$ cat config.mk
export PLATFORM = sky130hd
export DESIGN_NAME = modctl_hazard_guard
export DESIGN_NICKNAME = d
export VERILOG_FILES = /design/src/rtl/modctl_pkg.sv /design/src/rtl/modctl_use_classify.sv /design/src/rtl/modctl_gap_counter.sv /design/src/rtl/modctl_hazard_resolve.sv /design/src/rtl/modctl_hazard_guard.sv
export SDC_FILE = /design/constraint.sdc
export NUM_CORES = 1
export LEC_CHECK = 0
export BUFFER_PORTS_ARGS = -buffer_cell sky130_fd_sc_hd__clkbuf_2
export CORE_AREA = 4 4 41 43
export CTS_BUF_LIST = sky130_fd_sc_hd__clkbuf_8
export DETAILED_ROUTE_END_ITERATION = 12
export DIE_AREA = 0 0 45 47
export MAX_ROUTING_LAYER = met4
export PLACE_DENSITY = 0.38
export SETUP_SLACK_MARGIN = 0.1
export SYNTH_ARGS = -nofsm -noshare
export SYNTH_HDL_FRONTEND = slang
export SYNTH_SLANG_ARGS = --single-unit
$ cat constraint.sdc
create_clock -name clk_i -period 3.19 [get_ports clk_i]
set_input_delay 0.4785 -clock clk_i [delete_from_list [all_inputs] [get_ports clk_i]]
set_output_delay 0.4785 -clock clk_i [all_outputs]
set_load 0.02 [all_outputs]
$ cat src/rtl/modctl_pkg.sv
package modctl_pkg;
  typedef enum logic [2:0] {
    AM_PLAIN   = 3'd0,
    AM_POST    = 3'd1,
    AM_INDEX   = 3'd2,
    AM_PRECALC = 3'd3,
    AM_REGADD  = 3'd4
  } amode_e;
endpackage

$ cat src/rtl/modctl_use_classify.sv
module modctl_use_classify
  import modctl_pkg::*;
#(
  parameter int AREG_W   = 4,
  parameter int MOD_REGS = 8
) (
  input  logic              valid_i,
  input  logic              agu_i,
  input  logic [AREG_W-1:0] areg_i,
  input  logic [2:0]        amode_i,
  output logic              dep_use_o
);
  localparam logic [AREG_W-1:0] MOD_LIM = AREG_W'(MOD_REGS);

  amode_e am;
  logic   mode_dep;
  logic   reg_mod;

  assign am      = amode_e'(amode_i);
  assign reg_mod = (areg_i < MOD_LIM);

  always_comb begin
    unique case (am)
      AM_POST, AM_INDEX, AM_PRECALC, AM_REGADD: mode_dep = 1'b1;
      default:                                  mode_dep = 1'b0;
    endcase
  end

  assign dep_use_o = valid_i && agu_i && reg_mod && mode_dep;
endmodule

$ cat src/rtl/modctl_gap_counter.sv
module modctl_gap_counter #(
  parameter int MIN_GAP = 2,
  localparam int CNT_W  = $clog2(MIN_GAP + 1)
) (
  input  logic             clk_i,
  input  logic             rst_ni,
  input  logic             load_i,
  output logic [CNT_W-1:0] cnt_o,
  output logic             open_o
);
  localparam logic [CNT_W-1:0] GAP_L = CNT_W'(MIN_GAP);

  logic [CNT_W-1:0] cnt_q;

  always_ff @(posedge clk_i or negedge rst_ni) begin
    if (!rst_ni)             cnt_q <= GAP_L;
    else if (load_i)         cnt_q <= '0;
    else if (cnt_q < GAP_L)  cnt_q <= cnt_q + CNT_W'(1);
  end

  assign cnt_o  = cnt_q;
  assign open_o = (cnt_q < GAP_L);

  assert_sat_R1: assert property (@(posedge clk_i) disable iff (!rst_ni)
    cnt_q <= GAP_L);
  assert_reload_R6: assert property (@(posedge clk_i) disable iff (!rst_ni)
    load_i |=> cnt_q == '0);
  assert_advance_R7: assert property (@(posedge clk_i) disable iff (!rst_ni)
    (!load_i && cnt_q < GAP_L) |=> cnt_q == $past(cnt_q) + CNT_W'(1));
endmodule

$ cat src/rtl/modctl_hazard_resolve.sv
module modctl_hazard_resolve (
  input  logic dep_use_i,
  input  logic win_open_i,
  input  logic stall_mode_i,
  output logic hazard_o,
  output logic stall_o
);
  logic viol;

  assign viol     = dep_use_i && win_open_i;
  assign hazard_o = viol && !stall_mode_i;
  assign stall_o  = viol &&  stall_mode_i;
endmodule

$ cat src/rtl/modctl_hazard_guard.sv
module modctl_hazard_guard #(
  parameter int AREG_W   = 4,
  parameter int MOD_REGS = 8,
  parameter int MIN_GAP  = 2,
  localparam int CNT_W   = $clog2(MIN_GAP + 1)
) (
  input  logic              clk_i,
  input  logic              rst_ni,
  input  logic              stall_mode_i,
  input  logic              valid_i,
  input  logic              mctl_wr_i,
  input  logic              agu_i,
  input  logic [AREG_W-1:0] areg_i,
  input  logic [2:0]        amode_i,
  output logic              hazard_o,
  output logic              stall_o
);
  localparam logic [AREG_W-1:0] MOD_LIM = AREG_W'(MOD_REGS);

  logic             dep_use;
  logic             win_open;
  logic             load;
  logic [CNT_W-1:0] gap_cnt;

  modctl_use_classify #(.AREG_W(AREG_W), .MOD_REGS(MOD_REGS)) u_classify (
    .valid_i  (valid_i),
    .agu_i    (agu_i),
    .areg_i   (areg_i),
    .amode_i  (amode_i),
    .dep_use_o(dep_use)
  );

  // a held write is not accepted until its own release
  assign load = valid_i && mctl_wr_i && !stall_o;

  modctl_gap_counter #(.MIN_GAP(MIN_GAP)) u_counter (
    .clk_i (clk_i),
    .rst_ni(rst_ni),
    .load_i(load),
    .cnt_o (gap_cnt),
    .open_o(win_open)
  );

  modctl_hazard_resolve u_resolve (
    .dep_use_i   (dep_use),
    .win_open_i  (win_open),
    .stall_mode_i(stall_mode_i),
    .hazard_o    (hazard_o),
    .stall_o     (stall_o)
  );

  assert_excl_R8: assert property (@(posedge clk_i) disable iff (!rst_ni)
    !(hazard_o && stall_o));
  assert_hi_regs_R3: assert property (@(posedge clk_i) disable iff (!rst_ni)
    (areg_i >= MOD_LIM) |-> !(hazard_o || stall_o));
  assert_plain_R4: assert property (@(posedge clk_i) disable iff (!rst_ni)
    (amode_i == 3'd0 || amode_i > 3'd4) |-> !(hazard_o || stall_o));
  assert_idle_R7: assert property (@(posedge clk_i) disable iff (!rst_ni)
    (!valid_i || !agu_i) |-> !(hazard_o || stall_o));
  assert_flag_mode_R9: assert property (@(posedge clk_i) disable iff (!rst_ni)
    !stall_mode_i |-> !stall_o);
  assert_held_write_R10: assert property (@(posedge clk_i) disable iff (!rst_ni)
    stall_o |=> gap_cnt != '0);
endmodule

==> metrics <==
RR Startpoint u_counter.cnt_o[1]; clock sink count 2; M1 GR Usage 3.65%; synthesized area 163 µm²; top cell types by occurrence after synthesis 2 x nand2_1, 2 x nor2_2; Setup crit start amode_i[0]; clock share of power 51.0%; Final Setup Violations 0; RSZ-0062 raised after global routing false; Final ANT Viol Nets 0; antenna cell count 0; Post-Place Setup Slack 1.41 ns; Initial DRT Pass Iterations 1; H-Tree Depth 1; Synth cell types 14; die width 45 µm; Core Area 0.00130 mm²; GRT overflow 0; max reg flops 2; Synth Area in XOR/XNOR 15.4%; worst slew pin tran 0.261 ns; kind of critical path primary input to output pin; Setup WS post-layout 1.44 ns; CTS tree yes; status complete, no violations; via count of the routed design 170; Syn Nets 29; Post-Synthesis Cells 16; FP Rows 13; clock-pin slew on the worst setup and hold paths 0.03 ns; maximum VDD drop 0.170 mV; WHS 0.0413 ns; P_int 148 µW; CP Capture Type output pin; Compound-Gate Fraction of Synth Area 16.9%; Sw Pwr 55.2 µW; crit path time final 1.75 ns; sequential area share after synthesis 31.5%; Logic pwr share 23.5%; setup bufs post-CTS 0; Post-Route WL 414 µm; per-cell routed wire length 9.00 µm; worst rel slew slack 82.6%; Top FF cell, synth dfstp_2; Die Height 47 µm; clock root cell clkbuf_8; maximum fanout along the worst path 4; startpoint types primary input; Post-synth EDFFs 0; GR Layer Usage met3 2.68%; Simple-Gate Fraction of Synth Area 36.2%; PD cells 723 mW/mm²; fmax 571 MHz; leakage power 0.126 nW; Initial Util 12.5%; Sequential Power Share 25.5%; Switching Share 27.1%; Worst-Skew Late Latency 0.21 ns; first-pass GRT wire length 655 µm; vias in the first global route 176; DRC errors left 0; Total Negative Setup Slacks 0 ns; clock tree buffer depth 2; number of CTS-inserted buffers 3; initial antenna violation count 0; pin count of the biggest net entering global routing 5; Layout Area Growth over Synthesis 73.1%; Gates resized, CTS repair 0; required time worst endpoint 2.71 ns; Warnings, synthesis 0; synthesized area per cell 10.2 µm²; die area 0.00212 mm²; synth top area cells dfstp_2 16%, dfrtp_1 15%, o32ai_2 10%, xor2_2 10%, nor4b_2 9.2%; top-area cell type share of the netlist area 16.2%; Tcrit/Tclk final 54.9%; flop and latch count out of synthesis 2; Max-cap violations 0; Starting DRT DRC Count 0; clk_skew 0.00542 ns; I/O pin count 15; Vias/cell 3.70; WP data arrival 1.27 ns; met2 usage in global routing 7.34%; Hold Path Class primary input to asynchronous set/reset pin; nets@finish 45; Fin. Hold Viols 0; main combinational cell family by area after synthesis simple AND/OR/NAND/NOR gates; share of post-route cells with drive strength above 1 64.5%; max-slew violations 0; GPL Wtd Cong 0.565; mux cell area share after synthesis 0%; gr busiest metal met2; FILL cells 153; GRT Overall Usage 4.98%; hold_buf cts 0; Synth async-reset ratio 100%; Post-Synth Adder-Cell Area 0%; Port Buffers 11; Synth area leader dfstp_2
## stage by stage
stage,std cells,power (mW),area (µm²),utilization (%)
floorplan,16,0.0872,163,-
global placement,42,0.101,236,18.2
detailed placement,42,0.101,236,18.2
CTS,46,0.210,282,21.6
global route,46,0.219,282,21.6
finish,46,0.204,282,21.6
## metal layers
metal	routed length (µm)	up-vias
met4	19	0
met2	227	9
met1	122	72
met5	0	-
met3	45	2
li1	-	87
## layout by cell type, fill, tap and decap left out
| cell type | count |
|---|---|
| o32ai_2 | 1 |
| o22ai_1 | 1 |
| xor2_2 | 1 |
| o21ai_0 | 1 |
| xor2_1 | 1 |
| clkbuf_2 | 11 |
| nor3_1 | 1 |
| nand2_1 | 2 |
| nor4b_2 | 1 |
| clkbuf_8 | 3 |
| nor2_1 | 1 |
| dfstp_2 | 1 |
| dfrtp_1 | 1 |
| and2_1 | 1 |
| nand4b_1 | 1 |
| inv_1 | 1 |
| nor2_2 | 2 |
## area by class of cell
class / instances / area, µm² / share of cell area, %
clock buffers: 3 / 41.3 / 14.7
well taps: 15 / 18.8 / 6.67
clock inverters: 1 / 3.75 / 1.33
repair buffers: 11 / 55.1 / 19.6
flip-flops and latches: 2 / 51.3 / 18.2
multi-input cells: 14 / 111 / 39.6
## power by group through the flow
stage | combinational [mW] | clock [mW] | sequential [mW]
2_1_floorplan | 0.0367 | 0 | 0.0505
3_3_place_gp | 0.0487 | 0 | 0.0524
3_5_place_dp | 0.0488 | 0 | 0.0525
4_1_cts | 0.0492 | 0.108 | 0.0522
5_1_grt | 0.0545 | 0.110 | 0.0545
6_report | 0.0479 | 0.104 | 0.0519
## critical path: stages
cell	delay, ns
clkbuf_2	0.09
nor2_2	0.13
xor2_2	0.12
nor4b_2	0.25
clkbuf_2	0.20
## kinds of logic after synthesis
logic type / Yosys count
and+or+nand+nor: 9
AOI/OAI and AO/OA: 3
DFF: 2
xor gates and xnor gates: 2
## worst paths after layout
check                           depth (start not counted)                  to  slack [ns]
max in group asynchronous                               1  u_counter.cnt_o[1]        2.95
worst max-delay path                                    5            hazard_o        1.44
min in group clk_i                                      2  u_counter.cnt_o[1]        0.55
worst max register to register                          3  u_counter.cnt_o[0]        2.13
worst min register to register                          2  u_counter.cnt_o[1]        0.55
worst min-delay path                                    1  u_counter.cnt_o[0]        0.04
(Power assumes the default switching activity.)
